==> config.mk <==
export PLATFORM = sky130hd
export DESIGN_NAME = simdImmUnit
export DESIGN_NICKNAME = d
export VERILOG_FILES = /design/src/rtl/simdImmPkg.sv /design/src/rtl/simdImmCtrl.sv /design/src/rtl/simdImmDatapath.sv /design/src/rtl/simdImmUnit.sv
export SDC_FILE = /design/constraint.sdc
export NUM_CORES = 1
export LEC_CHECK = 0
export ABC_CLOCK_PERIOD_IN_PS = 2300
export BUFFER_PORTS_ARGS = -buffer_cell sky130_fd_sc_hd__buf_2
export CAP_MARGIN = 20
export CORE_MARGIN = 2
export CORE_UTILIZATION = 52
export DETAILED_ROUTE_END_ITERATION = 7
export HOLD_SLACK_MARGIN = 0.03
export PLACE_DENSITY = 0.82
export SLEW_MARGIN = 5
export SYNTH_ARGS = -nofsm -noshare
export SYNTH_HDL_FRONTEND = slang
export SYNTH_SLANG_ARGS = --single-unit
==> constraint.sdc <==
create_clock -name clk -period 2.3 [get_ports clk]
set_input_delay 0.46 -clock clk [delete_from_list [all_inputs] [get_ports clk]]
set_output_delay 0.46 -clock clk [all_outputs]
set_load 0.1 [all_outputs]
==> src/rtl/simdImmPkg.sv <==
package simdImmPkg;
  localparam int VEC_BITS = 128;
  localparam int PAT_BITS = 64;
  localparam int REPL     = VEC_BITS / PAT_BITS;
  localparam int IMM_BITS = 8;
  localparam int BYTES    = PAT_BITS / 8;
  localparam int DEST_BITS = 5;

  typedef enum logic [1:0] {
    OP_MOVE    = 2'd0,
    OP_MOVEINV = 2'd1,
    OP_OR      = 2'd2,
    OP_ANDNOT  = 2'd3
  } immOp_e;

  typedef struct packed {
    logic   capture;
    immOp_e kind;
    logic   fullWidth;
  } ctrlStrobes_t;
endpackage

==> src/rtl/simdImmCtrl.sv <==
module simdImmCtrl
  import simdImmPkg::*;
(
  input  logic         clk,
  input  logic         rstN,
  input  logic         inValid,
  input  logic [31:0]  instrWord,
  output ctrlStrobes_t strb,
  output logic         resValid,
  output logic         resUndef,
  output logic         resWrEn
);
  logic [3:0] cmode;
  logic       opBit;
  logic       qBit;
  logic       classOk;
  logic       reserved;
  logic       undefNow;
  immOp_e     kind;

  assign cmode = instrWord[15:12];
  assign opBit = instrWord[29];
  assign qBit  = instrWord[30];

  // Fixed bits that identify the modified-immediate class
  assign classOk  = (instrWord[31] == 1'b0) &&
                    (instrWord[28:19] == 10'b0111100000) &&
                    (instrWord[11:10] == 2'b01);
  assign reserved = (cmode == 4'hF) && opBit && !qBit;
  assign undefNow = !classOk || reserved;

  // Joint cmode:op decode
  always_comb begin
    kind = OP_MOVE;
    if (cmode[3:2] != 2'b11) begin
      if (cmode[0]) kind = opBit ? OP_ANDNOT : OP_OR;
      else          kind = opBit ? OP_MOVEINV : OP_MOVE;
    end else if (cmode[1] == 1'b0) begin
      kind = opBit ? OP_MOVEINV : OP_MOVE;
    end else begin
      kind = OP_MOVE;
    end
  end

  assign strb.capture   = inValid && !undefNow;
  assign strb.kind      = kind;
  assign strb.fullWidth = qBit;

  always_ff @(posedge clk) begin
    if (!rstN) begin
      resValid <= 1'b0;
      resUndef <= 1'b0;
      resWrEn  <= 1'b0;
    end else begin
      resValid <= inValid;
      resUndef <= inValid && undefNow;
      resWrEn  <= inValid && !undefNow;
    end
  end

  a_r1_valid_follows: assert property (@(posedge clk) disable iff (!rstN)
    inValid |=> resValid);
  a_r1_idle_clears: assert property (@(posedge clk) disable iff (!rstN)
    !inValid |=> !resValid);
  a_r13_wren_excl_undef: assert property (@(posedge clk) disable iff (!rstN)
    !(resWrEn && resUndef));
  a_r2_flags_need_valid: assert property (@(posedge clk) disable iff (!rstN)
    (resWrEn || resUndef) |-> resValid);
endmodule

==> src/rtl/simdImmDatapath.sv <==
module simdImmDatapath
  import simdImmPkg::*;
(
  input  logic                  clk,
  input  logic                  rstN,
  input  ctrlStrobes_t          strb,
  input  logic [31:0]           instrWord,
  input  logic [VEC_BITS-1:0]   operand,
  output logic [VEC_BITS-1:0]   resData,
  output logic [DEST_BITS-1:0]  resDest
);
  logic [IMM_BITS-1:0] imm8;
  logic [3:0]          cmode;
  logic                opBit;
  logic [31:0]         lane32Shift;
  logic [15:0]         lane16Shift;
  logic [31:0]         lane32Ones;
  logic [31:0]         lane32Fp;
  logic [PAT_BITS-1:0] byteMask;
  logic [PAT_BITS-1:0] pattern;
  logic [VEC_BITS-1:0] replicated;
  logic [VEC_BITS-1:0] widthMask;
  logic [VEC_BITS-1:0] nextData;

  assign imm8  = {instrWord[18:16], instrWord[9:5]};
  assign cmode = instrWord[15:12];
  assign opBit = instrWord[29];

  assign lane32Shift = {24'b0, imm8} << {cmode[2:1], 3'b000};
  assign lane16Shift = {8'b0, imm8} << {cmode[1], 3'b000};
  assign lane32Ones  = cmode[0] ? {8'b0, imm8, 16'hFFFF} : {16'b0, imm8, 8'hFF};
  assign lane32Fp    = {imm8[7], ~imm8[6], {5{imm8[6]}}, imm8[5:0], 19'b0};

  for (genvar i = 0; i < BYTES; i++) begin : g_byteMask
    assign byteMask[8*i +: 8] = {8{imm8[i]}};
  end

  always_comb begin
    if (!cmode[3])                 pattern = {2{lane32Shift}};
    else if (cmode[3:2] == 2'b10)  pattern = {4{lane16Shift}};
    else if (cmode[3:1] == 3'b110) pattern = {2{lane32Ones}};
    else if (cmode == 4'hE)        pattern = opBit ? byteMask : {BYTES{imm8}};
    else if (!opBit)               pattern = {2{lane32Fp}};
    else                           pattern = {imm8[7], ~imm8[6], {8{imm8[6]}},
                                              imm8[5:0], 48'b0};
  end

  for (genvar r = 0; r < REPL; r++) begin : g_repl
    assign replicated[r*PAT_BITS +: PAT_BITS] = pattern;
    if (r == 0) begin : g_low
      assign widthMask[r*PAT_BITS +: PAT_BITS] = '1;
    end else begin : g_high
      assign widthMask[r*PAT_BITS +: PAT_BITS] = {PAT_BITS{strb.fullWidth}};
    end
  end

  always_comb begin
    unique case (strb.kind)
      OP_MOVE:    nextData = replicated & widthMask;
      OP_MOVEINV: nextData = ~replicated & widthMask;
      OP_OR:      nextData = (operand | replicated) & widthMask;
      OP_ANDNOT:  nextData = (operand & ~replicated) & widthMask;
      default:    nextData = '0;
    endcase
  end

  always_ff @(posedge clk) begin
    if (!rstN) begin
      resData <= '0;
      resDest <= '0;
    end else if (strb.capture) begin
      resData <= nextData;
      resDest <= instrWord[4:0];
    end
  end

  a_r9_or_covers_operand: assert property (@(posedge clk) disable iff (!rstN)
    (strb.capture && strb.kind == OP_OR && strb.fullWidth)
      |=> ((resData | $past(operand)) == resData));
  a_r10_andnot_within_operand: assert property (@(posedge clk) disable iff (!rstN)
    (strb.capture && strb.kind == OP_ANDNOT && strb.fullWidth)
      |=> ((resData & ~$past(operand)) == '0));
  a_r12_narrow_upper_zero: assert property (@(posedge clk) disable iff (!rstN)
    (strb.capture && !strb.fullWidth)
      |=> (resData[VEC_BITS-1:PAT_BITS] == '0));
endmodule

==> src/rtl/simdImmUnit.sv <==
module simdImmUnit
  import simdImmPkg::*;
(
  input  logic          clk,
  input  logic          rstN,
  input  logic          inValid,
  input  logic [31:0]   instrWord,
  input  logic [127:0]  operand,
  output logic          resValid,
  output logic          resWrEn,
  output logic          resUndef,
  output logic [4:0]    resDest,
  output logic [127:0]  resData
);
  ctrlStrobes_t strb;

  simdImmCtrl ctrl_i (
    .clk       (clk),
    .rstN      (rstN),
    .inValid   (inValid),
    .instrWord (instrWord),
    .strb      (strb),
    .resValid  (resValid),
    .resUndef  (resUndef),
    .resWrEn   (resWrEn)
  );

  simdImmDatapath dp_i (
    .clk       (clk),
    .rstN      (rstN),
    .strb      (strb),
    .instrWord (instrWord),
    .operand   (operand),
    .resData   (resData),
    .resDest   (resDest)
  );

  a_r13_undef_holds_data: assert property (@(posedge clk) disable iff (!rstN)
    (resValid && resUndef) |-> $stable(resData));
endmodule

==> impl_metrics.py <==
metrics = {
    "synth": {
        "synth.ff_latch_count": 136,
        "yosys_most_used_dff": "sky130_fd_sc_hd__dfxtp_1",
        "synth_cell_area_sq_mm": 0.00902,
        "synth_edf_count": 0,
        "syn-mean-instance-area_sq_um": 7.46,
        "synth_cells": 1209,
        "synthDominantCellAreaShare_pct": 30.2,
        "synthDominantAreaCellType": "sky130_fd_sc_hd__dfxtp_1",
        "synth_nets": 1372,
        "ys_seq_area_share_pct": 30.2,
        "synthTopCellsByArea": "sky130_fd_sc_hd__dfxtp_1, sky130_fd_sc_hd__nand2_1, sky130_fd_sc_hd__a21oi_1",
        "yosys_cell_types": 93,
        "share_of_async_settable_or_async_resettable_flops_after_synthesis_pct": 0,
        "ys_warn_count": 0,
    },
    "worst_setup_path": {
        "crit_cells": 9,
        "worst_setup_path_start_kind": "input port",
        "timing.critical_path.fanout_max": 12,
        "critPathArrivalTime_ns": 2.37,
        "critical_path.reg2reg.startpoint": "dp_i.resData[22]",
        "critical_path.n_buffers_inverters": 3,
        "critPathLaunch": "instrWord[20]",
        "cpMaxStageDelayCell": "sky130_fd_sc_hd__nor4_1",
        "critPathKind": "input port to register",
        "crit_path_max_incr_delay_ns": 0.43,
        "critical-path-top-delay-family": "simple AND/OR/NAND/NOR gates",
        "worstPathRequired_ns": 2.61,
        "reg2reg_depth": 2,
        "worstSetupEndpointType": "register",
        "timing.critical_path.cells": "buf_2 > nor4_4 > nand4_1 > nor2_1 > nand2_1 > buf_12 > nor4_1 > buf_4 > nor3_1",
    },
    "layout": {
        "antenna_diode_count": 0,
        "layout.cells.most_common_list": "sky130_fd_sc_hd__buf_2, sky130_fd_sc_hd__nand2_1, sky130_fd_sc_hd__buf_4",
        "final_common_cell": "sky130_fd_sc_hd__buf_2",
        "post_route_cells_drive_above_1_share_pct": 34.6,
        "area_growth_pct": 38.1,
        "finalNetCount": 1751,
        "fillerInstances": 1397,
        "finalCoreUtilization_pct": 72.8,
        "layoutNonFillerInstCount": 1824,
    },
    "clock_network": {
        "cts.repair.resized": 0,
        "insertion_delay_ns": 0.44,
        "cts-buffers-inserted": 17,
        "cts_root_buffer": "sky130_fd_sc_hd__clkbuf_16",
        "cts_tree": "built",
        "clock_path_buffers": 2,
        "cts_sinks": 136,
        "postCtsSetupBuffers": 0,
        "clkSlewWorstSetupHoldPaths_ns": 0.06,
        "htree_num_levels": 4,
        "cts_hold_buffers": 0,
    },
    "sta": {
        "timing.final.crit_share_pct": 89.7,
        "min_period_ns": 2.06,
        "report.final.hold_viol_count": 0,
        "fin_skew_ns": 0,
        "grt_setup_unrepaired": "false",
        "tightestPinTransition_ns": 0.775,
        "slew_violations": 0,
        "max_slew_margin_pct": 47.7,
        "fin_ws_ns": 0.237,
        "maxClockFrequency_ghz": 0.485,
        "setup_viol": 0,
        "fin_tns_setup_ns": 0,
    },
    "grt": {
        "grt_overflow": 0,
        "grt_pass1_wl_mm": 63.6,
        "grt_pass1_vias": 11000,
        "grt.total_usage_pct": 45.8,
        "grt_antenna_before_repair": 1,
        "grt_max_degree": 54,
    },
    "outcome": {
        "outcome": "finished clean",
    },
    "routing": {
        "first_pass_iters": 7,
        "drt-initial-drc-count": 1607,
        "drc": 0,
        "post_drt_wl_per_cell_um": 23.8,
        "wl_mm": 43.5,
        "final_antenna_net_count": 0,
        "drt-vias-per-instance": 6.54,
        "dr_total_vias": 11900,
    },
    "floorplan": {
        "floorplan.die.width_um": 136,
        "io_pins": 299,
        "initial_core_util_pct": 52.7,
        "die_outline_height_um": 136,
        "dieArea_sq_mm": 0.0184,
        "fp-row-count": 48,
        "placeableCoreArea_sq_mm": 0.0171,
    },
    "placement": {
        "total_instance_count_after_detailed_placement": 1794,
        "buffer_ports.inserted": 298,
        "placement.setup.worst_slack_ns": -0.156,
        "place_congestion": 1.03,
        "hpwlAfterDp_mm": 33.1,
    },
    "run": {
        "drv_cap": 0,
    },
    "hold_path": {
        "worst_hold_path.num_cells": 3,
        "worst_hold_path_type": "input port to register",
        "hold_path_startpoint": "instrWord[2]",
    },
    "power_and_ir_drop": {
        "cellPowerDensity_mw_per_mm2": 568,
        "cellLeakagePower_nw": 5.69,
        "vdd_ir_drop_max_mv": 0.514,
    },
}
layer usage:
metal / vias up / track usage, % / routed length (um)
met5: - / 0 / 15
met4: 2 / 28.2 / 3020
met3: 224 / 9.76 / 5060
met2: 949 / 70.5 / 19100
met1: 5529 / 58.4 / 16300
li1: 5220 / - / -
area by class of cell:
class / count / area, sq um / area share, %
repair buffers: 476 / 3080 / 24.7
multi-input cells: 941 / 5670 / 45.5
inverters: 16 / 60.1 / 0.482
well taps: 225 / 282 / 2.26
flip-flops and latches: 136 / 2720 / 21.9
clock inverters: 13 / 218 / 1.75
clock buffers: 17 / 425 / 3.42
sequential cells by signal (all words and copies together) (netlist names):
register and count:
ctrl_i.resUndef 1, ctrl_i.resValid 1, dp_i.resDest 5, ctrl_i.resWrEn 1, dp_i.resData 128
worst reg2reg max path: stages, from the launching register on:
cell                      delay, ns
sky130_fd_sc_hd__dfxtp_1       0.33
sky130_fd_sc_hd__o21ai_0       0.13
sky130_fd_sc_hd__a31oi_1       0.27
path summary, 6_finish.rpt:
path              slack (ns)           endpoint
hold / removal          0.27    dp_i.resDest[2]
setup reg to reg        1.48   dp_i.resData[22]
hold reg to reg         0.44  dp_i.resData[122]
setup / recovery        0.24   dp_i.resData[56]
where the power goes:
group	switching (mW)	total, mW	internal [mW]
Clock	1.19	3.12	1.93
Combinational	0.961	1.59	0.629
Sequential	0.000482	2.36	2.36
cell families (layout without fill, tap and decap cells):
kind of cell | count (synthesis) | in the layout | share of synthesized area (%)
flops | 136 | 136 | 30.2
buf+inv | 132 | 522 | 7.24
mux | 28 | 28 | 3.11
compound gates | 506 | 506 | 37.2
fa+ha+maj | 2 | 2 | 0.222
xor+xnor | 3 | 3 | 0.375
simple gates | 402 | 402 | 21.6
through the flow:
stage,area (sq um),hold WS [ns],power (mW)
floorplan,9020,0.600,3.24
global placement,11800,0.421,3.92
detailed placement,11800,0.426,3.93
CTS,12500,0.263,6.99
global route,12500,0.270,7.21
finish,12500,0.266,7.07
Yosys cell counts (4+ instances only):
library cell,number
sky130_fd_sc_hd__buf_2,54
sky130_fd_sc_hd__o31ai_1,5
sky130_fd_sc_hd__a2bb2oi_1,4
sky130_fd_sc_hd__and3_1,12
sky130_fd_sc_hd__nand3b_1,5
sky130_fd_sc_hd__dfxtp_1,136
sky130_fd_sc_hd__a21oi_4,7
sky130_fd_sc_hd__a211oi_2,5
sky130_fd_sc_hd__inv_1,14
sky130_fd_sc_hd__o22ai_1,7
sky130_fd_sc_hd__o21a_1,7
sky130_fd_sc_hd__nand4_1,5
sky130_fd_sc_hd__o211ai_1,38
sky130_fd_sc_hd__nor3_1,18
sky130_fd_sc_hd__o221ai_1,4
sky130_fd_sc_hd__a21boi_0,4
sky130_fd_sc_hd__a311oi_1,8
sky130_fd_sc_hd__a32oi_1,5
sky130_fd_sc_hd__nand2b_1,19
sky130_fd_sc_hd__a211oi_1,18
sky130_fd_sc_hd__a22oi_1,7
sky130_fd_sc_hd__buf_4,16
sky130_fd_sc_hd__a2111oi_0,8
sky130_fd_sc_hd__nand2_1,168
sky130_fd_sc_hd__a221oi_1,13
sky130_fd_sc_hd__a211o_1,6
sky130_fd_sc_hd__o21ai_0,119
sky130_fd_sc_hd__and2_1,13
sky130_fd_sc_hd__clkbuf_1,39
sky130_fd_sc_hd__a221o_1,4
sky130_fd_sc_hd__nor2b_1,18
sky130_fd_sc_hd__a22o_1,8
sky130_fd_sc_hd__mux2i_1,28
sky130_fd_sc_hd__a21oi_1,125
sky130_fd_sc_hd__nand3_1,25
sky130_fd_sc_hd__a21o_1,9
sky130_fd_sc_hd__nor2_1,84
sky130_fd_sc_hd__a31oi_1,43
sky130_fd_sc_hd__buf_6,4
sky130_fd_sc_hd__o21ai_1,14
(Power assumes the default switching activity.)
